--- src/rtl/hwc_pkg.sv ---
package hwc_pkg;
  typedef enum logic [1:0] {ST_RUN, ST_HALT, ST_DUMMY} hwcState_e;
  typedef enum logic [1:0] {WK_WARM, WK_NEXT, WK_IRQ} wakeKind_e;

  // Strobes sent from the control FSM to the datapath.
  typedef struct packed {
    logic captureCtx;   // halt entry: latch the pending-interrupt block
    logic toSet;
    logic toClr;
    logic pdSet;
    logic pdClr;
    logic cntRun;       // dummy-stall counter runs
  } hwcStrobe_t;
endpackage

--- src/rtl/hwcDatapath.sv ---
module hwcDatapath
  import hwc_pkg::*;
#(
  parameter int PORT_W       = 8,
  parameter int DUMMY_CYCLES = 1024
) (
  input  logic              clk,
  input  logic              rstPowerN,
  input  logic [PORT_W-1:0] portIn,
  input  logic [PORT_W-1:0] wakeMask,
  input  logic              irqReq,
  input  hwcStrobe_t        strobe,
  output logic              portWake,
  output logic              irqWake,
  output logic              dummyDone,
  output logic              toFlag,
  output logic              pdFlag
);
  localparam int CNT_W = $clog2(DUMMY_CYCLES + 1);
  localparam logic [CNT_W-1:0] CNT_LAST = CNT_W'(DUMMY_CYCLES - 1);

  logic [PORT_W-1:0] syncA, syncB, portRef, fallBit;
  logic [CNT_W-1:0]  dummyCnt;
  logic              irqBlocked;

  // Two-flop synchronizer followed by a one-cycle reference for edge detection.
  always_ff @(posedge clk or negedge rstPowerN) begin
    if (!rstPowerN) begin
      syncA   <= '1;
      syncB   <= '1;
      portRef <= '1;
    end else begin
      syncA   <= portIn;
      syncB   <= syncA;
      portRef <= syncB;
    end
  end

  for (genvar b = 0; b < PORT_W; b++) begin : g_fall
    assign fallBit[b] = wakeMask[b] & portRef[b] & ~syncB[b];
  end
  assign portWake = |fallBit;

  // A request already high at halt entry stays blocked until it drops.
  always_ff @(posedge clk or negedge rstPowerN) begin
    if (!rstPowerN)             irqBlocked <= 1'b0;
    else if (strobe.captureCtx) irqBlocked <= irqReq;
    else if (!irqReq)           irqBlocked <= 1'b0;
  end
  assign irqWake = irqReq & ~irqBlocked;

  always_ff @(posedge clk or negedge rstPowerN) begin
    if (!rstPowerN)         dummyCnt <= '0;
    else if (!strobe.cntRun) dummyCnt <= '0;
    else                    dummyCnt <= dummyCnt + 1'b1;
  end
  assign dummyDone = (dummyCnt == CNT_LAST);

  always_ff @(posedge clk or negedge rstPowerN) begin
    if (!rstPowerN) begin
      toFlag <= 1'b0;
      pdFlag <= 1'b0;
    end else begin
      if (strobe.toSet)      toFlag <= 1'b1;
      else if (strobe.toClr) toFlag <= 1'b0;
      if (strobe.pdSet)      pdFlag <= 1'b1;
      else if (strobe.pdClr) pdFlag <= 1'b0;
    end
  end

  a_r7_cnt_bound: assert property (@(posedge clk) disable iff (!rstPowerN)
    strobe.cntRun |-> dummyCnt < CNT_W'(DUMMY_CYCLES));
  a_r10_unblock: assert property (@(posedge clk) disable iff (!rstPowerN)
    !irqReq |=> !irqBlocked);
endmodule

--- src/rtl/hwcControl.sv ---
module hwcControl
  import hwc_pkg::*;
(
  input  logic       clk,
  input  logic       rstPowerN,
  input  logic       extReset,
  input  logic       haltReq,
  input  logic       wdtClear,
  input  logic       wdtOverflow,
  input  logic       irqEnable,
  input  logic       stackFull,
  input  logic       portWake,
  input  logic       irqWake,
  input  logic       dummyDone,
  output hwcStrobe_t strobe,
  output logic       coreRun,
  output logic       fullResetPulse,
  output logic       warmResetPulse,
  output logic       takeIrq,
  output logic       resumeNext
);
  hwcState_e state, stateNext;
  wakeKind_e kind, kindNext;
  logic fullNext, warmNext, irqNext, nextNext;

  always_comb begin
    stateNext = state;
    kindNext  = kind;
    strobe    = '0;
    fullNext  = 1'b0;
    warmNext  = 1'b0;
    irqNext   = 1'b0;
    nextNext  = 1'b0;
    unique case (state)
      ST_RUN: begin
        if (extReset) fullNext = 1'b1;
        else if (wdtOverflow) begin
          fullNext     = 1'b1;
          strobe.toSet = 1'b1;
        end else if (haltReq) begin
          stateNext         = ST_HALT;
          strobe.pdSet      = 1'b1;
          strobe.toClr      = 1'b1;
          strobe.captureCtx = 1'b1;
        end else if (wdtClear) begin
          strobe.toClr = 1'b1;
          strobe.pdClr = 1'b1;
        end
      end
      ST_HALT: begin
        if (extReset) begin
          stateNext    = ST_RUN;
          fullNext     = 1'b1;
          strobe.toClr = 1'b1;
          strobe.pdSet = 1'b1;
        end else if (wdtOverflow) begin
          stateNext    = ST_DUMMY;
          kindNext     = WK_WARM;
          warmNext     = 1'b1;
          strobe.toSet = 1'b1;
          strobe.pdSet = 1'b1;
        end else if (irqWake) begin
          stateNext = ST_DUMMY;
          kindNext  = (irqEnable && !stackFull) ? WK_IRQ : WK_NEXT;
        end else if (portWake) begin
          stateNext = ST_DUMMY;
          kindNext  = WK_NEXT;
        end
      end
      ST_DUMMY: begin
        strobe.cntRun = 1'b1;
        if (extReset) begin
          stateNext    = ST_RUN;
          fullNext     = 1'b1;
          strobe.toClr = 1'b1;
          strobe.pdSet = 1'b1;
        end else if (dummyDone) begin
          stateNext = ST_RUN;
          irqNext   = (kind == WK_IRQ);
          nextNext  = (kind == WK_NEXT);
        end
      end
      default: stateNext = ST_RUN;
    endcase
  end

  always_ff @(posedge clk or negedge rstPowerN) begin
    if (!rstPowerN) begin
      state          <= ST_RUN;
      kind           <= WK_WARM;
      fullResetPulse <= 1'b0;
      warmResetPulse <= 1'b0;
      takeIrq        <= 1'b0;
      resumeNext     <= 1'b0;
    end else begin
      state          <= stateNext;
      kind           <= kindNext;
      fullResetPulse <= fullNext;
      warmResetPulse <= warmNext;
      takeIrq        <= irqNext;
      resumeNext     <= nextNext;
    end
  end

  assign coreRun = (state == ST_RUN);

  a_r9_after_dummy: assert property (@(posedge clk) disable iff (!rstPowerN)
    (takeIrq || resumeNext) |-> ($past(state) == ST_DUMMY) && coreRun);
  a_r6_warm_single: assert property (@(posedge clk) disable iff (!rstPowerN)
    warmResetPulse |=> !warmResetPulse);
  a_r4_full_cause: assert property (@(posedge clk) disable iff (!rstPowerN)
    fullResetPulse |-> $past(extReset || wdtOverflow));
endmodule

--- src/rtl/haltWakeCtrl.sv ---
module haltWakeCtrl
  import hwc_pkg::*;
#(
  parameter int PORT_W       = 8,
  parameter int DUMMY_CYCLES = 1024
) (
  input  logic              clk,
  input  logic              rstPowerN,
  input  logic              extReset,
  input  logic              haltReq,
  input  logic              wdtClear,
  input  logic              wdtOverflow,
  input  logic [PORT_W-1:0] portIn,
  input  logic [PORT_W-1:0] wakeMask,
  input  logic              irqReq,
  input  logic              irqEnable,
  input  logic              stackFull,
  output logic              coreRun,
  output logic              fullResetPulse,
  output logic              warmResetPulse,
  output logic              takeIrq,
  output logic              resumeNext,
  output logic              toFlag,
  output logic              pdFlag
);
  hwcStrobe_t strobe;
  logic portWake, irqWake, dummyDone;

  hwcControl u_ctrl (
    .clk, .rstPowerN, .extReset, .haltReq, .wdtClear, .wdtOverflow,
    .irqEnable, .stackFull, .portWake, .irqWake, .dummyDone,
    .strobe, .coreRun, .fullResetPulse, .warmResetPulse, .takeIrq, .resumeNext
  );

  hwcDatapath #(.PORT_W(PORT_W), .DUMMY_CYCLES(DUMMY_CYCLES)) u_dp (
    .clk, .rstPowerN, .portIn, .wakeMask, .irqReq, .strobe,
    .portWake, .irqWake, .dummyDone, .toFlag, .pdFlag
  );

  a_r2_halt_entry: assert property (@(posedge clk) disable iff (!rstPowerN)
    coreRun && haltReq && !extReset && !wdtOverflow |=> !coreRun && pdFlag && !toFlag);
  a_r3_clear: assert property (@(posedge clk) disable iff (!rstPowerN)
    coreRun && wdtClear && !haltReq && !extReset && !wdtOverflow |=> !toFlag && !pdFlag);
  a_r5_wdt_run: assert property (@(posedge clk) disable iff (!rstPowerN)
    coreRun && wdtOverflow && !extReset |=> toFlag && fullResetPulse && coreRun);
  a_r6_warm_flags: assert property (@(posedge clk) disable iff (!rstPowerN)
    warmResetPulse |-> toFlag && pdFlag && !coreRun);
  a_r9_one_outcome: assert property (@(posedge clk) disable iff (!rstPowerN)
    $onehot0({fullResetPulse, warmResetPulse, takeIrq, resumeNext}));
endmodule

--- config.mk ---
export PLATFORM = sky130hd
export DESIGN_NAME = haltWakeCtrl
export DESIGN_NICKNAME = d
export VERILOG_FILES = /design/src/rtl/hwc_pkg.sv /design/src/rtl/hwcDatapath.sv /design/src/rtl/hwcControl.sv /design/src/rtl/haltWakeCtrl.sv
export SDC_FILE = /design/constraint.sdc
export NUM_CORES = 1
export LEC_CHECK = 0
export BUFFER_PORTS_ARGS = -buffer_cell sky130_fd_sc_hd__buf_4
export CAP_MARGIN = 20
export CORE_ASPECT_RATIO = 0.5
export CORE_MARGIN = 2
export CORE_UTILIZATION = 35
export CTS_BUF_LIST = sky130_fd_sc_hd__clkbuf_2 sky130_fd_sc_hd__clkbuf_4 sky130_fd_sc_hd__clkbuf_8
export DETAILED_ROUTE_END_ITERATION = 16
export SYNTH_ARGS = -nofsm -noshare
export SYNTH_HDL_FRONTEND = slang
export SYNTH_HIERARCHICAL = 1
export SYNTH_SLANG_ARGS = --single-unit
--- constraint.sdc ---
create_clock -name clk -period 1.9 [get_ports clk]
set_input_delay 0.19 -clock clk [delete_from_list [all_inputs] [get_ports clk]]
set_output_delay 0.19 -clock clk [all_outputs]
set_load 0.05 [all_outputs]
## After elaboration in Yosys (flattened, before gate mapping)

Cells that the tools add are included.

| storage, ports and cells | value |
|---|---|
| bits in registers | 46 |
| output and inout bits | 7 |

| cells by class | value |
|---|---|
| reduce and logical (&&, ||, !) cells | 10 |
| equality and inequality tests | 11 |
| bitwise logic cells | 27 |
| muxes and demuxes | 46 |
| add/subtract/negate cells | 1 |

Operator list:

| kind | number |
|---|---|
| $mux W2 | 14 |
| $mux W1 | 25 |
| $and A1 B1 Y1 | 17 |
| $pmux W2 S3 | 2 |
| $add A11 B1 Y11 const B | 1 |
| $eq A11 B10 Y1 const B | 1 |
| $mux W11 | 1 |
| $not A1 Y1 | 10 |
| $reduce_or A8 Y1 | 1 |
| $ne A2 B2 Y1 const B | 3 |
| $mux W5 | 1 |
| $ne A5 B5 Y1 const B | 1 |
| $reduce_and A5 Y1 | 1 |
| $eq A2 B1 Y1 const B | 2 |
| $eq A2 B2 Y1 const B | 2 |
| $pmux W1 S2 | 2 |
| $reduce_bool A2 Y1 | 2 |
| $mux W3 | 1 |
| $ne A3 B3 Y1 const B | 1 |
| $reduce_and A3 Y1 | 1 |
| $reduce_bool A3 Y1 | 1 |
| $logic_not A2 Y1 | 1 |
| $ne A2 B1 Y1 const B | 1 |
| $reduce_or A2 Y1 | 1 |
| other kinds (2) | 2 |

## Depth between registers and ports, before layout

| depth | value |
|---|---|
| word-level depth | 8 |
| gate-level depth with buffers | 8 |
| mapped depth without buffers | 8 |

## Hierarchy

Netlist, hierarchy kept.

By module, submodules not included:

| module | instances | cells an instance | area each (sq um) |
|---|---|---|---|
| hwcDatapath | 1 | 97 | 1,341.3 |
| hwcControl | 1 | 59 | 536.8 |

## Worst setup path before layout

No wires, ideal clock.

| timing | value |
|---|---|
| path kind | register to register |
| start | register u_ctrl.state[1] |
| end | register u_ctrl.state[0] |
| setup slack | 0.041 ns |
| arrival time | 1.732 ns |
| clock period less this slack | 1.859 ns |
| buffers on the path | 0 |
| required time | 1.772 ns |
| cell stages (with the launch flop) | 7 |
| cells stage by stage | dfrtp_1 -> inv_1 -> ha_1 -> nor2b_1 -> nor2_1 -> nand3_1 -> mux2_1 |

| between the ends | value |
|---|---|
| word-level cells in the longest chain between the ends | 3 |
| elaborated cells between the ends (all ways) | 10 |
| those cells by class | eq/ne: 7; mux: 1; reduce/logical: 2 |

RTL lines:

| element | RTL line | source |
|---|---|---|
| start: declaration | hwcControl.sv:22 | `hwcState_e state, stateNext;` |
| start signal: assignment | hwcControl.sv:96 | `state <= stateNext;` |
| $logic_not A2 Y1 (*) | - |  |
| named net coreRun | haltWakeCtrl.sv:18 | `output logic coreRun,` |
| $ne A2 B2 Y1 (no source line) | - |  |
| $reduce_and A5 Y1 (no source line) | - |  |

The timed path passes the listed nets; every way through them passes the cells marked *.
A chain may end at the register's enable or synchronous reset.

## Final worst setup path

| timing | value |
|---|---|
| start | register u_dp.dummyCnt[0] |
| end | register u_ctrl.state[0] |

| between the ends | value |
|---|---|
| word-level cells in the longest chain between the ends | 3 |

RTL lines:

| element | RTL line | source |
|---|---|---|
| start: declaration | hwcDatapath.sv:23 | `logic [CNT_W-1:0] dummyCnt;` |
| start signal: assignment | hwcDatapath.sv:55 | `else dummyCnt <= dummyCnt + 1'b1;` |
| $eq A11 B10 Y1 | hwcDatapath.sv:57 | `assign dummyDone = (dummyCnt == CNT_LAST);` |
| named net dummyDone | haltWakeCtrl.sv:27 | `logic portWake, irqWake, dummyDone;` |
| $ne A3 B3 Y1 (no source line) | - |  |
| $reduce_and A5 Y1 (no source line) | - |  |

The timed path passes the listed nets, and every way through them passes these cells.

==> results.md <==
- Status: finished, final reports clean
- Placement Setup Slack: 0.0928 ns
- WP data required: 2.08 ns
- XOR/XNOR share of the synthesized area: 0.0326
- NetSw: 0.789 mW
- Drt wl/cell: 12.0 um
- Number of diodes: 0
- Largest net degree at the start of global routing: 47
- Post-Synth Simple-Gate Area: 0.182
- Crit end category: flip-flop
- Routed Antenna Nets: 0
- Hold path depth: 2
- Final wirelength: 3310 um
- RSZ-0062 raised after global routing: false
- R2R depth: 7
- YS warnings: 6
- Synth Register Bits: 46
- Main combinational cell family by area after synthesis: simple AND/OR/NAND/NOR gates
- Sw frac: 0.308
- Critical-path maximum fanout: 4
- Max_cap viols: 0
- Worst slew pin tran: 0.551 ns
- Maximum level of the CTS H-tree: 2
- PnR worst setup slack: 0.174 ns
- Critical R2R Capture: u_ctrl/state[0]
- Synth Flop Type: dfstp_2
- CTS Buf Count: 5
- DR vias: 1,251
- Hold Violations, Final: 0
- Mux cell area share after synthesis: 0.0113
- Post-Synth Adder-Cell Area: 0.0466
- Leak: 1.08 nW
- Clock sink count: 46
- Via/cell ratio: 4.55
- Root buffer cell: clkbuf_8
- Area Overhead vs Synth: 28.4%
- Die Ht: 55.8 um
- Crit path kind: reg -> reg
- Average size of a mapped cell: 12.0 um^2
- Worst Clk Skew: 0.00467 ns
- WHS Endpoint: u_dp/irqBlocked
- Total Routing Usage GR: 0.122
- First-pass GRT wire length: 5620 um
- Max clock buf depth: 2
- Mapped Cells: 156
- Setup crit start kind: flip-flop
- Count of cell types in the netlist: 35
- Placeable core area: 0.00504 mm^2
- Flop pwr share: 0.456
- Io pins: 32
- Rel. slew slack: 0.633
- Register area share after synthesis: 0.629
- Slew Viols, Final: 0
- Clock-pin transition on the worst setup and hold timing paths: 0.08 ns
- Final TNS setup: 0 ns
- CTS tree: done
- Final HPWL from detailed placement: 2240 um
- Power Total: 2.56 mW
- # DRC: 0
- Clk pwr share: 0.284
- Layout fillers: 464
- DR iter-0 viols: 93
- Power per Cell Area: 1060 mW/mm^2
- Final setup fails: 0
- Min Tclk post-route: 1.73 ns
- Grt total ovfl: 0
- Max Clock Freq: 579 MHz
- Min-delay src: irqReq
- Ys async rst share: 1.00
- Post-cts sizing count: 0
- Number of enable flip-flop cells after synthesis: 0
- Layout cell share with drive strength beyond 1: 0.341
- Flop-to-flop setup slack: 0.17 ns
- Port buffer count: 31
- GPL Wtd Cong: 0.736
- Die Wd: 108 um
- Fin nets: 236
- Pint: 1.77 mW
- Tcrit/Tclk final: 0.909
- Synthesized Nets: 188
- Post-CTS setup buffers: 0
- Die ar.: 0.00600 mm^2
- Tightest Hold Check Type: in -> reg
- Number of detailed-route iterations in the first pass: 4
- Initial antenna violation count: 0
- Compound-Gate Fraction of Synth Area: 0.0766
- Vias in the first global route: 1,172
- Worst skew pair latency: 0.29 ns
- Combinational share of power: 0.259
- Row Count: 18
- Max VDD drop: 0.552 mV
- Post-Synthesis Cell Area: 0.00188 mm^2
- Crit path DAT: 1.91 ns
- Initial Util: 0.372
- Worst r2r src: u_dp/dummyCnt[0]
[layer usage]
metal | global-route usage | vias to the layer above | part of all wire
met2 | 0.177 | 25 | 0.46
met4 | 0.0385 | 0 | 0.013
met1 | 0.169 | 601 | 0.48
met3 | 0.0468 | 4 | 0.048
met5 | 0 | - | 0
li1 | - | 621 | -
[worst max-delay path by stage]
stage | endpoint | cells after the start | from | slack (ns)
floorplan | u_ctrl/state[0] | 6 | u_ctrl/state[1] | 0.04
global placement | u_ctrl/state[0] | 7 | u_dp/dummyCnt[0] | 0.18
detailed placement | u_ctrl/state[0] | 7 | u_dp/dummyCnt[0] | 0.09
CTS | u_ctrl/state[0] | 7 | u_dp/dummyCnt[0] | 0.07
global route | u_ctrl/state[0] | 7 | u_dp/dummyCnt[0] | 0.04
finish | u_ctrl/state[0] | 7 | u_dp/dummyCnt[0] | 0.17
[Yosys cell counts (3+ instances only)]
library cell | number | area (um^2)
nor3_1 | 4 | 20.0
dfrtp_1 | 22 | 551
dfstp_2 | 24 | 631
nor3b_1 | 4 | 30.0
o21ai_0 | 6 | 30.0
o22ai_1 | 4 | 25.0
xor2_1 | 4 | 35.0
inv_1 | 6 | 22.5
nand3_1 | 5 | 25.0
a21oi_1 | 4 | 20.0
xnor2_1 | 3 | 26.3
and2_1 | 8 | 50.1
nor2b_1 | 3 | 18.8
ha_1 | 7 | 87.6
nor2_1 | 10 | 37.5
nand2_1 | 16 | 60.1
[layout make-up]
cell class	instances	area, um^2	area share
flip-flops and latches	46	1180	0.490
clock buffers	6	76.3	0.0316
multi-input cells	101	656	0.272
clock inverters	2	36.3	0.0150
well taps	70	87.6	0.0363
repair buffers	44	353	0.146
inverters	6	22.5	0.00934
[placed cells by master, fill, tap and decap left out, drive strengths merged, types with 2 or more instances in the layout]
cell type	instances
xor2	4
nor4	2
o21ai	6
o21a	2
a21o	2
nor3b	4
nand2b	2
nor2b	3
ha	7
dfrtp	22
inv	7
dfstp	24
o22ai	4
clkbuf	6
nand2	16
xnor2	3
nor2	10
nor3	4
nand3b	2
dlygate4sd3	9
a21oi	4
nand3	6
a211oi	2
and2	8
buf	35
[cells by family after synthesis]
kind of cell,Yosys count
AO/OA/AOI/OAI,23
buffers and inverters,9
XOR/XNOR,7
adder cells (fa/ha/maj),7
flip-flops,46
AND/OR/NAND/NOR,62
multiplexers,2
[state kept, by name, indices dropped and copies added (netlist names)]
register               count
u_dp/pdFlag                1
u_dp/dummyCnt             11
u_ctrl/fullResetPulse      1
u_dp/portRef               8
u_ctrl/state               2
u_ctrl/warmResetPulse      1
u_ctrl/kind                2
u_dp/toFlag                1
u_ctrl/takeIrq             1
u_dp/syncA                 8
u_dp/irqBlocked            1
u_dp/syncB                 8
u_ctrl/resumeNext          1
[power groups by stage]
stage	clock, mW	sequential, mW	combinational, mW
after floorplan	0	1.27	0.351
after global placement	0	1.18	0.645
after detailed placement	0	1.19	0.657
after CTS	0.748	1.17	0.673
after global routing	0.813	1.18	0.741
final	0.728	1.17	0.664
[worst max-delay path, stage by stage, from the launching register on]
cell,delay [ns]
dfrtp_1,0.39
ha_1,0.22
nand4_1,0.16
nor4_2,0.23
nor3b_1,0.08
nor2_1,0.09
nand3_1,0.11
mux2_1,0.33
[per-stage QoR]
step	std cells	cell area, um^2	hold slack (ns)	utilization
finish	275	2410	0.112	0.478
CTS	275	2410	0.103	0.478
floorplan	156	1880	-0.106	-
global placement	258	2210	0.215	0.438
global route	275	2410	0.0978	0.478
detailed placement	258	2210	0.223	0.438
[repair_timing]
item,in CTS,in global routing
hold buffers,9,0
endpoints found under the setup margin,0,1
hold endpoints to repair,30,0
Power figures use the tool's default switching activity.
